**config.mk**
```make
export PLATFORM = sky130hd
export DESIGN_NAME = instr_decode_unit
export DESIGN_NICKNAME = d
export VERILOG_FILES = /design/src/rtl/idec_pkg.sv /design/src/rtl/idec_fields.sv /design/src/rtl/idec_ctrl.sv /design/src/rtl/idec_imm.sv /design/src/rtl/instr_decode_unit.sv
export SDC_FILE = /design/constraint.sdc
export NUM_CORES = 1
export LEC_CHECK = 0
export BUFFER_PORTS_ARGS = -buffer_cell sky130_fd_sc_hd__buf_2
export CELL_PAD_IN_SITES_DETAIL_PLACEMENT = 1
export CELL_PAD_IN_SITES_GLOBAL_PLACEMENT = 2
export CORE_MARGIN = 5
export CORE_UTILIZATION = 25
export DETAILED_ROUTE_END_ITERATION = 10
export PLACE_DENSITY = 0.74
export SLEW_MARGIN = 10
export SYNTH_ARGS = -nofsm -noshare
export SYNTH_HDL_FRONTEND = slang
export SYNTH_SLANG_ARGS = --single-unit
```
**constraint.sdc**
```tcl
create_clock -name clk -period 1.55 [get_ports clk]
set_clock_uncertainty 0.1 [all_clocks]
set_input_delay 0.31 -clock clk [delete_from_list [all_inputs] [get_ports clk]]
set_output_delay 0.31 -clock clk [all_outputs]
set_load 0.02 [all_outputs]
```
**src/rtl/idec_pkg.sv**
```systemverilog
package idec_pkg;
  localparam int INSTR_W = 32;
  localparam int OPC_W   = 6;
  localparam int FN_W    = 6;
  localparam int RIDX_W  = 5;
  localparam int IMM_W   = 16;
  localparam int ALU_W   = 3;

  localparam int OPC_LSB = INSTR_W - OPC_W;
  localparam int RA_LSB  = OPC_LSB - RIDX_W;
  localparam int RB_LSB  = RA_LSB - RIDX_W;
  localparam int RD_LSB  = RB_LSB - RIDX_W;

  typedef enum logic [ALU_W-1:0] {
    ALU_ADD = 3'd0,
    ALU_SUB = 3'd1,
    ALU_AND = 3'd2,
    ALU_OR  = 3'd3,
    ALU_XOR = 3'd4,
    ALU_NOR = 3'd5
  } alu_sel_t;

  typedef enum logic [1:0] {
    DST_NONE = 2'd0,
    DST_RD   = 2'd1,
    DST_RT   = 2'd2,
    DST_LINK = 2'd3
  } dst_sel_t;

  typedef struct packed {
    alu_sel_t alu;
    logic     src_imm;
    logic     wr;
    dst_sel_t dst;
    logic     jump;
    logic     link;
    logic     sext;
  } ctrl_t;

  localparam logic [OPC_W-1:0] OP_REG   = 6'b000000;
  localparam logic [OPC_W-1:0] OP_J     = 6'b000010;
  localparam logic [OPC_W-1:0] OP_JL    = 6'b000011;
  localparam logic [OPC_W-1:0] OP_ADDI  = 6'b001001;
  localparam logic [OPC_W-1:0] OP_ANDI  = 6'b001100;
  localparam logic [OPC_W-1:0] OP_ORI   = 6'b001101;
  localparam logic [OPC_W-1:0] OP_XORI  = 6'b001110;

  localparam logic [FN_W-1:0]  FN_ADD   = 6'b100001;
  localparam logic [FN_W-1:0]  FN_SUB   = 6'b100011;
  localparam logic [FN_W-1:0]  FN_AND   = 6'b100100;
  localparam logic [FN_W-1:0]  FN_OR    = 6'b100101;
  localparam logic [FN_W-1:0]  FN_XOR   = 6'b100110;
  localparam logic [FN_W-1:0]  FN_NOR   = 6'b100111;
endpackage

```
**src/rtl/idec_fields.sv**
```systemverilog
module idec_fields
  import idec_pkg::*;
(
  input  logic [INSTR_W-1:0] word_i,
  output logic [OPC_W-1:0]   opc_o,
  output logic [FN_W-1:0]    fn_o,
  output logic [RIDX_W-1:0]  ra_o,
  output logic [RIDX_W-1:0]  rb_o,
  output logic [RIDX_W-1:0]  rd_o,
  output logic [IMM_W-1:0]   imm_o
);
  always_comb begin
    opc_o = word_i[OPC_LSB +: OPC_W];
    ra_o  = word_i[RA_LSB +: RIDX_W];
    rb_o  = word_i[RB_LSB +: RIDX_W];
    rd_o  = word_i[RD_LSB +: RIDX_W];
    fn_o  = word_i[FN_W-1:0];
    imm_o = word_i[IMM_W-1:0];
  end
endmodule

```
**src/rtl/idec_ctrl.sv**
```systemverilog
module idec_ctrl
  import idec_pkg::*;
(
  input  logic [OPC_W-1:0] opc_i,
  input  logic [FN_W-1:0]  fn_i,
  output ctrl_t            ctrl_o
);
  ctrl_t idle;

  always_comb begin
    idle = '{alu: ALU_ADD, src_imm: 1'b0, wr: 1'b0, dst: DST_NONE,
             jump: 1'b0, link: 1'b0, sext: 1'b0};
    ctrl_o = idle;
    unique case (opc_i)
      OP_REG: begin
        ctrl_o.wr  = 1'b1;
        ctrl_o.dst = DST_RD;
        case (fn_i)
          FN_ADD:  ctrl_o.alu = ALU_ADD;
          FN_SUB:  ctrl_o.alu = ALU_SUB;
          FN_AND:  ctrl_o.alu = ALU_AND;
          FN_OR:   ctrl_o.alu = ALU_OR;
          FN_XOR:  ctrl_o.alu = ALU_XOR;
          FN_NOR:  ctrl_o.alu = ALU_NOR;
          default: ctrl_o = idle;
        endcase
      end
      OP_ADDI, OP_ANDI, OP_ORI, OP_XORI: begin
        ctrl_o.wr      = 1'b1;
        ctrl_o.dst     = DST_RT;
        ctrl_o.src_imm = 1'b1;
        case (opc_i)
          OP_ANDI: ctrl_o.alu = ALU_AND;
          OP_ORI:  ctrl_o.alu = ALU_OR;
          OP_XORI: ctrl_o.alu = ALU_XOR;
          default: ctrl_o.alu = ALU_ADD;
        endcase
      end
      OP_J: begin
        ctrl_o.jump = 1'b1;
      end
      OP_JL: begin
        ctrl_o.jump = 1'b1;
        ctrl_o.link = 1'b1;
        ctrl_o.wr   = 1'b1;
        ctrl_o.dst  = DST_LINK;
      end
      default: ctrl_o = idle;
    endcase
    ctrl_o.sext = (opc_i == OP_ADDI);
  end
endmodule

```
**src/rtl/idec_imm.sv**
```systemverilog
module idec_imm
  import idec_pkg::*;
#(
  parameter int DATA_W = 32
) (
  input  logic [IMM_W-1:0]  raw_i,
  input  logic              sext_i,
  output logic [DATA_W-1:0] ext_o
);
  localparam int PAD_W = DATA_W - IMM_W;

  generate
    if (PAD_W > 0) begin : g_pad
      logic fill;
      always_comb begin
        fill  = sext_i & raw_i[IMM_W-1];
        ext_o = {{PAD_W{fill}}, raw_i};
      end
    end else begin : g_trunc
      always_comb ext_o = raw_i[DATA_W-1:0];
    end
  endgenerate
endmodule

```
**src/rtl/instr_decode_unit.sv**
```systemverilog
module instr_decode_unit
  import idec_pkg::*;
#(
  parameter int DATA_W   = 32,
  parameter int LINK_REG = 31
) (
  input  logic                clk,
  input  logic                rst_n,
  input  logic                en_i,
  input  logic [INSTR_W-1:0]  instr_i,
  output logic [RIDX_W-1:0]   src_a_o,
  output logic [RIDX_W-1:0]   src_b_o,
  output logic [RIDX_W-1:0]   dst_o,
  output logic [DATA_W-1:0]   imm_o,
  output logic [ALU_W-1:0]    alu_op_o,
  output logic                alu_src_imm_o,
  output logic                reg_we_o,
  output logic                jump_o,
  output logic                link_o
);
  localparam logic [RIDX_W-1:0] LINK_IDX = RIDX_W'(LINK_REG);

  typedef struct packed {
    logic [RIDX_W-1:0] ra;
    logic [RIDX_W-1:0] rb;
    logic [RIDX_W-1:0] dst;
    logic [DATA_W-1:0] imm;
    logic [ALU_W-1:0]  alu;
    logic              src_imm;
    logic              we;
    logic              jump;
    logic              link;
  } dec_out_t;

  logic [OPC_W-1:0]  opc;
  logic [FN_W-1:0]   fn;
  logic [RIDX_W-1:0] ra, rb, rd;
  logic [IMM_W-1:0]  imm_raw;
  logic [DATA_W-1:0] imm_ext;
  ctrl_t             ctrl;
  logic [RIDX_W-1:0] dst_idx;
  dec_out_t          dec, out_d, out_q;
  logic [1:0]        rst_pipe;
  logic              rst_int_n;

  idec_fields u_fields (
    .word_i (instr_i),
    .opc_o  (opc),
    .fn_o   (fn),
    .ra_o   (ra),
    .rb_o   (rb),
    .rd_o   (rd),
    .imm_o  (imm_raw)
  );

  idec_ctrl u_ctrl (
    .opc_i  (opc),
    .fn_i   (fn),
    .ctrl_o (ctrl)
  );

  idec_imm #(.DATA_W(DATA_W)) u_imm (
    .raw_i  (imm_raw),
    .sext_i (ctrl.sext),
    .ext_o  (imm_ext)
  );

  // reset: asserted asynchronously, released on the clock
  always_ff @(posedge clk or negedge rst_n) begin
    if (!rst_n) rst_pipe <= 2'b00;
    else        rst_pipe <= {rst_pipe[0], 1'b1};
  end
  assign rst_int_n = rst_pipe[1];

  always_comb begin
    unique case (ctrl.dst)
      DST_RD:   dst_idx = rd;
      DST_RT:   dst_idx = rb;
      DST_LINK: dst_idx = LINK_IDX;
      default:  dst_idx = '0;
    endcase
    dec.ra      = ra;
    dec.rb      = rb;
    dec.dst     = dst_idx;
    dec.imm     = imm_ext;
    dec.alu     = ctrl.alu;
    dec.src_imm = ctrl.src_imm;
    dec.we      = ctrl.wr && (dst_idx != '0);
    dec.jump    = ctrl.jump;
    dec.link    = ctrl.link;
  end

  always_comb begin
    out_d = out_q;
    if (en_i) out_d = dec;
  end

  always_ff @(posedge clk or negedge rst_int_n) begin
    if (!rst_int_n) out_q <= '0;
    else            out_q <= out_d;
  end

  assign src_a_o       = out_q.ra;
  assign src_b_o       = out_q.rb;
  assign dst_o         = out_q.dst;
  assign imm_o         = out_q.imm;
  assign alu_op_o      = out_q.alu;
  assign alu_src_imm_o = out_q.src_imm;
  assign reg_we_o      = out_q.we;
  assign jump_o        = out_q.jump;
  assign link_o        = out_q.link;
endmodule

```
==> flow_metrics.py <==
metrics = {
    "layout": {
        "postLayoutCoreUtil_pct": 35.7,
        "insertedDiodeCount": 0,
        "drive_gt1_share_pct": 63.8,
        "fin_area_um2": 2720,
        "final_nets": 288,
        "syn_to_final_growth_pct": 41.3,
    },
    "critical_path": {
        "startpoint_class_of_the_critical_path": "input pin",
        "critical_path_arrival_ps": 1650,
        "timing_worst_setup_path_type": "input pin to flip-flop",
        "crit_path_max_fanout": 7,
        "crit_start": "instr_i[28]",
        "worstSetupEndpointType": "flip-flop",
        "endpoint_required_time_on_the_critical_path_ps": 1670,
        "r2r-start": "link_o",
    },
    "floorplanning": {
        "die_y_extent_um": 97.7,
        "floorplan.initialDensity_pct": 25.3,
        "number_of_top_level_pins": 89,
        "core_area_um2": 7610,
        "std_cell_rows": 32,
        "dieArea_um2": 9540,
        "die_width_um": 97.7,
    },
    "synthesis": {
        "synthDominantCellAreaShare_pct": 53.4,
        "syn_inst": 158,
        "post_synth_num_cell_types": 38,
        "synthesis.area_um2": 1920,
        "yosysTopAreaCell": "sky130_fd_sc_hd__dfrtp_1",
        "synth_warn": 0,
        "synth.yosys.seq_area_share_pct": 53.4,
        "yosys_register_bits": 41,
        "syn_area_per_cell_um2": 12.2,
        "ys_top_cells_by_area": "sky130_fd_sc_hd__dfrtp_1 53%, sky130_fd_sc_hd__mux2_2 18%, sky130_fd_sc_hd__buf_4 5.9%, sky130_fd_sc_hd__inv_1 1.8%, sky130_fd_sc_hd__o22ai_1 1.6%",
        "postSynthNetCount": 193,
    },
    "place": {
        "buffer_ports.inserted": 88,
        "finalWeightedCongestion": 0.780,
        "dp_hpwl_um": 4080,
        "placedInstanceArea_um2": 2550,
        "place_ws_ps": -323,
    },
    "drt": {
        "avgRoutedWirePerCell_um": 14.8,
        "count_of_tritonroute_iterations_in_the_first_routing_pass": 3,
        "drc": 0,
        "drt_iter0_drc": 18,
        "ant_nets": 0,
        "drt_wl_total_um": 5290,
        "drt-vias-per-instance": 4.36,
        "routed-via-count": 1552,
    },
    "timing": {
        "fmax_mhz": 656,
        "timing.final.hold_violations": 0,
        "final_min_period_over_clock_period_pct": 98.3,
        "setup_slack_ps": 26.2,
        "unrepaired_setup_endpoints_after_global_routing": "yes",
        "timing.final.max_slew_violations": 0,
        "setup_viol": 0,
        "fin_hold_ws_ps": 101,
        "period_needed_ps": 1520,
    },
    "power": {
        "power_per_cell_area_nw_per_um2": 943,
        "p_comb_share_pct": 18.6,
        "power.clock.fraction_pct": 34.8,
        "switching_power_w": 0.000674,
        "cellLeakagePower_nw": 1.34,
        "share_seq_of_total_power_pct": 46.6,
        "power_report.internal_total_w": 0.00189,
        "sw_frac_of_total_pct": 26.3,
        "power.ir.vdd_worst_mv": 0.457,
    },
    "cts": {
        "cts.repair_timing.setup_buffer_count": 0,
        "numCtsBuffers": 5,
        "clock_sink_count": 41,
        "ctsHtreeMaxLevel": 2,
        "root_buffer_master": "sky130_fd_sc_hd__clkbuf_8",
        "cts_buffer_depth": 2,
        "clk_latency_ps": 280,
        "cts.clk_slew.worst_paths_ps": 80,
        "clock_tree_from_tritoncts": "built",
    },
    "global_routing": {
        "grt_overflow_total": 0,
        "grt_first_pass_wirelength_um": 8660,
        "grt_start_max_net_pins": 45,
        "globalRouteTotalUtil_pct": 11.2,
        "antenna_violations_before_repair": 0,
        "grt_pass1_vias": 1680,
    },
    "status": {
        "status": "completed",
    },
    "job": {
        "maxCapViolations": 0,
    },
    "min_path": {
        "worstHoldPathType": "flip-flop to asynchronous set/reset pin",
    },
}
per-layer routing:
metal | wire length (um) | track usage, %
met3 | 484 | 4.74
met5 | 0 | 0
met1 | 2150 | 13.4
met2 | 2610 | 18.7
met4 | 38 | 2.88
cells by family after synthesis:
| logic type | count (synthesis) | synth area share (%) |
|---|---|---|
| AOI/OAI and AO/OA | 27 | 10.2 |
| buffers and inverters | 32 | 9.70 |
| DFF | 41 | 53.4 |
| muxes | 30 | 17.6 |
| other | 1 | 0.195 |
| and+or+nand+nor | 27 | 8.99 |
final timing paths:
check | end | slack [ps] | depth (start not counted)
max in group asynchronous | imm_o[16] | 760 | 1
hold reg to reg | imm_o[3] | 100 | 0
hold / removal | imm_o[3] | 100 | 0
setup reg to reg | link_o | 680 | 1
min in group clk | src_a_o[2] | 140 | 2
setup / recovery | reg_we_o | 30 | 6
power by group through the flow:
stage               sequential (W)  combinational, W  clock, W
CTS                        0.00120          0.000480  0.000931
global placement           0.00121          0.000469         0
global route               0.00121          0.000517  0.000982
finish                     0.00119          0.000476  0.000891
detailed placement         0.00122          0.000474         0
floorplan                  0.00132          0.000155         0
flip-flops by register name, indices dropped and copies added, names as in the netlist:
name           count
dst_o              5
alu_op_o           3
link_o             1
imm_o             17
jump_o             1
src_a_o            5
src_b_o            5
alu_src_imm_o      1
reg_we_o           1
rst_pipe           2
metrics by stage:
step	cells	setup TNS (ps)	power (W)
final	356	0	0.00256
after global routing	356	-27.4	0.00271
after CTS	356	0	0.00261
after detailed placement	347	-1940	0.00169
after global placement	347	-1730	0.00168
after floorplan	158	-271	0.00147
synth_stat cells, drive strengths merged:
library cell	n
a211oi	2
a21oi	3
a221o	1
a221oi	1
a311oi	1
a31oi	3
a41oi	1
and2	2
and2b	1
and3	1
and4	2
and4b	1
buf	22
clkbuf	1
conb	1
dfrtp	41
inv	9
mux2	30
nand2b	1
nand4	2
nand4b	1
nor2	7
nor2b	1
nor3	3
nor3b	1
nor4b	1
o2111a	1
o211a	1
o211ai	1
o21ai	6
o22ai	5
o32a	1
or2	2
or3b	1
cells in the final DEF (no fill, tap or decap), types with 2 or more instances in the layout:
cell type                  instances
sky130_fd_sc_hd__or2_2             2
sky130_fd_sc_hd__nor3_2            2
sky130_fd_sc_hd__clkbuf_8          6
sky130_fd_sc_hd__buf_2            88
sky130_fd_sc_hd__and2_1            2
sky130_fd_sc_hd__buf_4            20
sky130_fd_sc_hd__dfrtp_2           2
sky130_fd_sc_hd__o21ai_0           4
sky130_fd_sc_hd__o22ai_1           5
sky130_fd_sc_hd__mux2_2           29
sky130_fd_sc_hd__a31oi_1           3
sky130_fd_sc_hd__buf_12            2
sky130_fd_sc_hd__nor2_1            7
sky130_fd_sc_hd__nand4_1           2
sky130_fd_sc_hd__inv_1             9
sky130_fd_sc_hd__dfrtp_1          39
sky130_fd_sc_hd__a21oi_1           3
critical path, stage by stage:
cell and delay, ps:
sky130_fd_sc_hd__buf_2 140, sky130_fd_sc_hd__or3b_1 400, sky130_fd_sc_hd__a311oi_4 290, sky130_fd_sc_hd__nor3_1 90
sky130_fd_sc_hd__o32a_1 350, sky130_fd_sc_hd__o21ai_1 70
what timing repair did:
action | CTS | global route
hold buffers | 1 | 0
endpoints found under the hold margin | 2 | 0
gates resized for setup | 1 | 6
endpoints found under the setup margin | 2 | 18
area by class of cell:
class,instances,area [um^2]
Clock buffer,7,86.3
Clock inverter,1,30.0
Fill cell,874,4890
Inverter,9,33.8
Multi-Input combinational cell,85,768
Sequential cell,41,1030
Tap cell,102,128
Timing Repair Buffer,111,641
Power figures use the tool's default switching activity.
